[config.mk]
export PLATFORM = sky130hd
export DESIGN_NAME = dma_chan_top
export DESIGN_NICKNAME = d
export VERILOG_FILES = /design/src/rtl/dma_chan_pkg.sv /design/src/rtl/dma_chan_count.sv /design/src/rtl/dma_chan_ctrl.sv /design/src/rtl/dma_chan_top.sv
export SDC_FILE = /design/constraint.sdc
export NUM_CORES = 1
export LEC_CHECK = 0
export BUFFER_PORTS_ARGS = -buffer_cell sky130_fd_sc_hd__buf_2
export CAP_MARGIN = 20
export CORE_ASPECT_RATIO = 0.5
export CORE_MARGIN = 10
export CORE_UTILIZATION = 52
export DETAILED_ROUTE_END_ITERATION = 8
export GPL_TIMING_DRIVEN = 1
export PLACE_DENSITY = 0.8
export SKIP_CTS_REPAIR_TIMING = 1
export SLEW_MARGIN = 40
export SYNTH_ARGS = -nofsm -noshare
export SYNTH_HDL_FRONTEND = slang
export SYNTH_HIERARCHICAL = 1
export SYNTH_SLANG_ARGS = --single-unit
[constraint.sdc]
create_clock -name clk -period 2.69 [get_ports clk]
set_input_delay 0.1345 -clock clk [delete_from_list [all_inputs] [get_ports clk]]
set_output_delay 0.1345 -clock clk [all_outputs]
set_load 0.05 [all_outputs]
[src/rtl/dma_chan_pkg.sv]
package dma_chan_pkg;
  localparam int DATA_W    = 32;
  localparam int MAX_CNT_W = 14;
  // control word
  localparam int BIT_EN    = 31;
  localparam int BIT_IE    = 30;
  localparam int BIT_HOLD  = 29;
  localparam int BIT_DIR   = 28;
  localparam int BIT_ONCE  = 27;
  localparam int BIT_DBL   = 26;
  localparam int BIT_FLOW  = 21;
  localparam int SEL_LO    = 16;
  localparam int SEL_W     = 5;
  localparam int CNT_LO    = 2;
  // status word
  localparam int ST_BUSY   = 31;
  localparam int ST_EOC    = 30;
  localparam int ST_HALT   = 29;
  localparam int ST_PING   = 28;

  typedef struct packed {
    logic start;
    logic reload;
    logic dec;
  } cntStrobe_t;
endpackage

[src/rtl/dma_chan_count.sv]
module dma_chan_count
  import dma_chan_pkg::*;
#(
  parameter int COUNT_W = 14
) (
  input  logic               clk,
  input  logic               rstN,
  input  cntStrobe_t         stb,
  input  logic [COUNT_W-1:0] wrCount,
  input  logic [COUNT_W-1:0] progCount,
  output logic [COUNT_W-1:0] remain,
  output logic               cntZero
);
  always_ff @(posedge clk or negedge rstN) begin
    if (!rstN) begin
      remain <= '0;
    end else if (stb.start) begin
      remain <= wrCount;
    end else if (stb.reload) begin
      remain <= progCount;
    end else if (stb.dec) begin
      remain <= remain - 1'b1;
    end
  end

  assign cntZero = (remain == '0);
endmodule

[src/rtl/dma_chan_ctrl.sv]
module dma_chan_ctrl
  import dma_chan_pkg::*;
#(
  parameter int COUNT_W = 14
) (
  input  logic               clk,
  input  logic               rstN,
  input  logic               regWr,
  input  logic               regAddr,
  input  logic [DATA_W-1:0]  regWdata,
  output logic [DATA_W-1:0]  regRdata,
  input  logic               globalEn,
  input  logic               periphReq,
  input  logic [COUNT_W-1:0] remain,
  input  logic               cntZero,
  output cntStrobe_t         stb,
  output logic [DATA_W-1:0]  ctrlWord,
  output logic               wordAdvance,
  output logic               busy,
  output logic               irq,
  output logic               pingPong
);
  localparam logic [DATA_W-1:0] ONE       = DATA_W'(1);
  localparam logic [DATA_W-1:0] CNT_MASK  = ((ONE << COUNT_W) - ONE) << CNT_LO;
  localparam logic [DATA_W-1:0] SEL_MASK  = ((ONE << SEL_W) - ONE) << SEL_LO;
  localparam logic [DATA_W-1:0] FLAG_MASK = (ONE << BIT_EN) | (ONE << BIT_IE) |
    (ONE << BIT_HOLD) | (ONE << BIT_DIR) | (ONE << BIT_ONCE) | (ONE << BIT_DBL) |
    (ONE << BIT_FLOW);
  localparam logic [DATA_W-1:0] CTRL_MASK = FLAG_MASK | SEL_MASK | CNT_MASK;

  logic ctrlWr, staWr, startNow, stopNow, frozen, advance, endOfCount, eocFlag;
  logic [DATA_W-1:0] staWord;

  assign busy       = ctrlWord[BIT_EN];
  assign ctrlWr     = regWr && !regAddr;
  assign staWr      = regWr && regAddr;
  assign startNow   = ctrlWr && regWdata[BIT_EN] && !busy;
  assign stopNow    = ctrlWr && !regWdata[BIT_EN];
  assign frozen     = !globalEn || ctrlWord[BIT_HOLD];
  assign advance    = busy && !stopNow && !frozen &&
                      (!ctrlWord[BIT_FLOW] || periphReq);
  assign endOfCount = advance && cntZero;

  always_comb begin
    stb        = '0;
    stb.start  = startNow;
    stb.reload = endOfCount && !ctrlWord[BIT_ONCE];
    stb.dec    = advance && !cntZero;
  end

  always_ff @(posedge clk or negedge rstN) begin
    if (!rstN) begin
      ctrlWord <= '0;
    end else if (ctrlWr) begin
      ctrlWord <= regWdata & CTRL_MASK;
    end else if (endOfCount && ctrlWord[BIT_ONCE]) begin
      ctrlWord[BIT_EN] <= 1'b0;
    end
  end

  always_ff @(posedge clk or negedge rstN) begin
    if (!rstN) begin
      eocFlag <= 1'b0;
    end else if (endOfCount) begin
      eocFlag <= 1'b1;
    end else if (staWr && regWdata[ST_EOC]) begin
      eocFlag <= 1'b0;
    end
  end

  always_ff @(posedge clk or negedge rstN) begin
    if (!rstN) begin
      pingPong <= 1'b0;
    end else if (startNow) begin
      pingPong <= 1'b0;
    end else if (endOfCount && ctrlWord[BIT_DBL]) begin
      pingPong <= !pingPong;
    end
  end

  always_comb begin
    staWord          = '0;
    staWord[ST_BUSY] = busy;
    staWord[ST_EOC]  = eocFlag;
    staWord[ST_HALT] = busy && frozen;
    staWord[ST_PING] = pingPong;
    if (busy) begin
      staWord[CNT_LO +: COUNT_W] = remain;
    end
    regRdata = regAddr ? staWord : ctrlWord;
  end

  assign wordAdvance = advance;
  assign irq         = eocFlag && ctrlWord[BIT_IE];
endmodule

[src/rtl/dma_chan_top.sv]
module dma_chan_top
  import dma_chan_pkg::*;
#(
  parameter int COUNT_W = 14
) (
  input  logic              clk,
  input  logic              rstN,
  input  logic              regWr,
  input  logic              regAddr,
  input  logic [DATA_W-1:0] regWdata,
  output logic [DATA_W-1:0] regRdata,
  input  logic              globalEn,
  input  logic              periphReq,
  output logic              wordAdvance,
  output logic              busy,
  output logic              irq,
  output logic              pingPong
);
  cntStrobe_t         stb;
  logic [DATA_W-1:0]  ctrlWord;
  logic [COUNT_W-1:0] remain;
  logic               cntZero;

  dma_chan_ctrl #(.COUNT_W(COUNT_W)) u_ctrl (
    .clk(clk), .rstN(rstN), .regWr(regWr), .regAddr(regAddr),
    .regWdata(regWdata), .regRdata(regRdata), .globalEn(globalEn),
    .periphReq(periphReq), .remain(remain), .cntZero(cntZero), .stb(stb),
    .ctrlWord(ctrlWord), .wordAdvance(wordAdvance), .busy(busy), .irq(irq),
    .pingPong(pingPong)
  );

  dma_chan_count #(.COUNT_W(COUNT_W)) u_count (
    .clk(clk), .rstN(rstN), .stb(stb),
    .wrCount(regWdata[CNT_LO +: COUNT_W]),
    .progCount(ctrlWord[CNT_LO +: COUNT_W]),
    .remain(remain), .cntZero(cntZero)
  );
endmodule

==> flow_summary_export.csv <==
group,metric,value,unit
sta,finalHoldViolations,0,
critical_path,r2r-end,"u_count/remain[4]",
run,maxCapViolCount,0,
floorplanning,dieArea,8234,sq um
placement,dp_hpwl,4527,microns
critical_path,crit_arrival,2660,ps
floorplanning,coreArea,4552,sq um
drt,via_count,2297,
critical_path,reg2reg_depth,10,
clock_network,root_buffer,"clkbuf_8",
clock_network,ctsHtreeMaxLevel,2,
global_route,grt_pass1_wl,11010,microns
clock_network,clkTransAtPathRegs,80,ps
min_path,whs_path_depth,3,
final_layout,final_core_util,66.63,%
global_route,grt_max_degree,43,
pwr,vdd_drop_max,0.3041,mV
critical_path,required,2870,ps
final_layout,drive_gt1_share,25.34,%
yosys,syn_area,2534,sq um
critical_path,end_kind,"flip-flop",
drt,post-route-drc-count,0,
floorplanning,io_pins,74,
critical_path,reg2reg_slack,210,ps
sta,fin_crit,2478,ps
sta,setup-tns-final,0,ps
pwr,switching_share,37.85,%
global_route,grt_pass1_vias,2274,
clock_network,clock_latency,300,ps
placement,portBuffers,61,
yosys,synthCells,307,
pwr,powerDensity,741.5,nW/um^2
sta,rsz0062_at_grt,"false",
sta,fin_crit_sh,92.14,%
min_path,min_from,"regWdata[20]",
global_route,gr-usage-all-layers,15.63,%
pwr,p_comb_share,31.7,%
sta,holdWs,15.22,ps
critical_path,cp-start-kind,"flip-flop",
sta,skew,3.543,ps
critical_path,crit_type,"reg -> reg",
sta,setup_slack,211.6,ps
drt,drt_pass1_iterations,4,
final_layout,n_antenna_cell,0,
final_layout,final_nets,405,
yosys,avgSynthCellArea,8.253,sq um
sta,tightest_slew,531.9,ps
floorplanning,die_height,69.36,microns
floorplanning,row_count,17,
global_route,antenna_found_initial,0,
drt,drt_iter0_drc,125,
floorplanning,start_util,55.66,%
critical_path,path_max_fanout,16,
min_path,whs_endpoint,"u_ctrl/ctrlWord[20]",
sta,maxSlewHeadroom,64.54,%
critical_path,critPathSlowestCell,"dfrtp_1",
placement,pre_cts_slack,228.2,ps
min_path,worstHoldPathType,"in -> reg",
drt,vias_per_cell,5.305,
drt,ant_nets,0,
final_layout,area_growth,19.70,%
yosys,ys_warn_count,6,
pwr,power.internal,1.398,mW
pwr,power_frac_seq,40.2,%
clock_network,cts_tree,"yes",
placement,gp_congestion,0.8110,
global_route,grt-ovfl-total,0,
pwr,power_switching,0.8514,mW
critical_path,crit_chain,"inv_1 > ha_1 > nor2b_1 > nand4_1 > nor2_2 > and2b_2 > nor4bb_1 > xor2_1 > mux2i_1 > o21ai_1",
sta,fmax,0.4035,GHz
clock_network,clk_path_buf_depth,2,
sta,setup_viol,0,
status,status,"completed",
pwr,pwr-share-clk,28.1,%
drt,routed_wl,6442,microns
critical_path,worstReg2RegStart,"u_count/remain[0]",
clock_network,clock-sinks,42,
drt,wire_per_inst,14.88,microns
critical_path,critical_path.max_stage_delay,460,ps
floorplanning,die_w,118.7,microns
clock_network,cts_inserted_buffers,5,
sta,slew_violations,0,
pwr,p_leak,1.452,nW
per-stage QoR:
step	area [sq um]	std cells	total power [mW]
after detailed placement	2877	424	1.621
after global routing	3033	433	2.389
after floorplan	2552	312	1.435
final	3033	433	2.249
after global placement	2874	424	1.591
after CTS	3019	432	2.251
worst max-delay path, delay by kind of cell (launching register included):
kind / cells / cell delay, ps
muxes: 1 / 180
adders and majority gates: 1 / 250
DFF: 1 / 460
and+or+nand+nor: 5 / 1170
AOI/OAI and AO/OA: 1 / 90
buffers and inverters: 1 / 100
xor gates and xnor gates: 1 / 110
cell usage in the layout, fill, tap and decap left out, types with 2 or more instances in the layout:
cell       instances
inv_1             20
nand4_1            3
nand2_1           76
nor2_2             2
a211oi_1           3
nor3b_1            3
clkbuf_8           6
o221ai_1           4
buf_4              9
xnor2_1            4
a21oi_1           11
nand3_1            5
mux2i_1            4
nand2_2            2
nor3_1            10
nor3_2             2
mux2_2             2
o21ai_1            4
bufinv_16          2
nor2b_1           16
nand4b_1           2
conb_1             6
o21ai_0           30
dfrtp_1           42
buf_2             60
o22ai_1            4
xor2_1             7
nor2_1             6
sequential cells by signal (all words and copies together) (netlist names):
name / cells
u_count/remain: 14
u_ctrl/pingPong: 1
u_ctrl/ctrlWord: 26
u_ctrl/eocFlag: 1
routing by layer:
layer / wire [microns] / track usage [%]
met2: 2962 / 24.54
met3: 484 / 4.777
met1: 2910 / 20.06
met4: 85 / 4.927
met5: 0 / 0
final cells by class:
cell class	count	area, sq um
multi-input cells	226	1284
clock inverters	2	60.06
inverters	20	75.07
well taps	66	82.58
fillers	380	1519
repair buffers	71	397.9
clock buffers	6	82.58
flip-flops and latches	42	1051
power by group through the flow:
stage	clock (mW)	sequential [mW]	combinational [mW]
6_report	0.631	0.904	0.714
5_1_grt	0.675	0.924	0.789
4_1_cts	0.637	0.901	0.713
3_5_place_dp	0	0.914	0.707
3_3_place_gp	0	0.902	0.690
2_1_floorplan	0	0.885	0.550
worst max path at each step:
stage,start,end,slack [ps],cells after the start
after floorplan,u_ctrl/ctrlWord[31],u_count/remain[3],90,9
after global placement,u_count/remain[0],u_count/remain[8],350,9
after detailed placement,u_count/remain[0],u_count/remain[4],230,10
after CTS,u_count/remain[0],u_count/remain[4],180,10
after global routing,u_count/remain[0],u_count/remain[11],6,13
final,u_count/remain[0],u_count/remain[4],210,10
(Power assumes the default switching activity.)
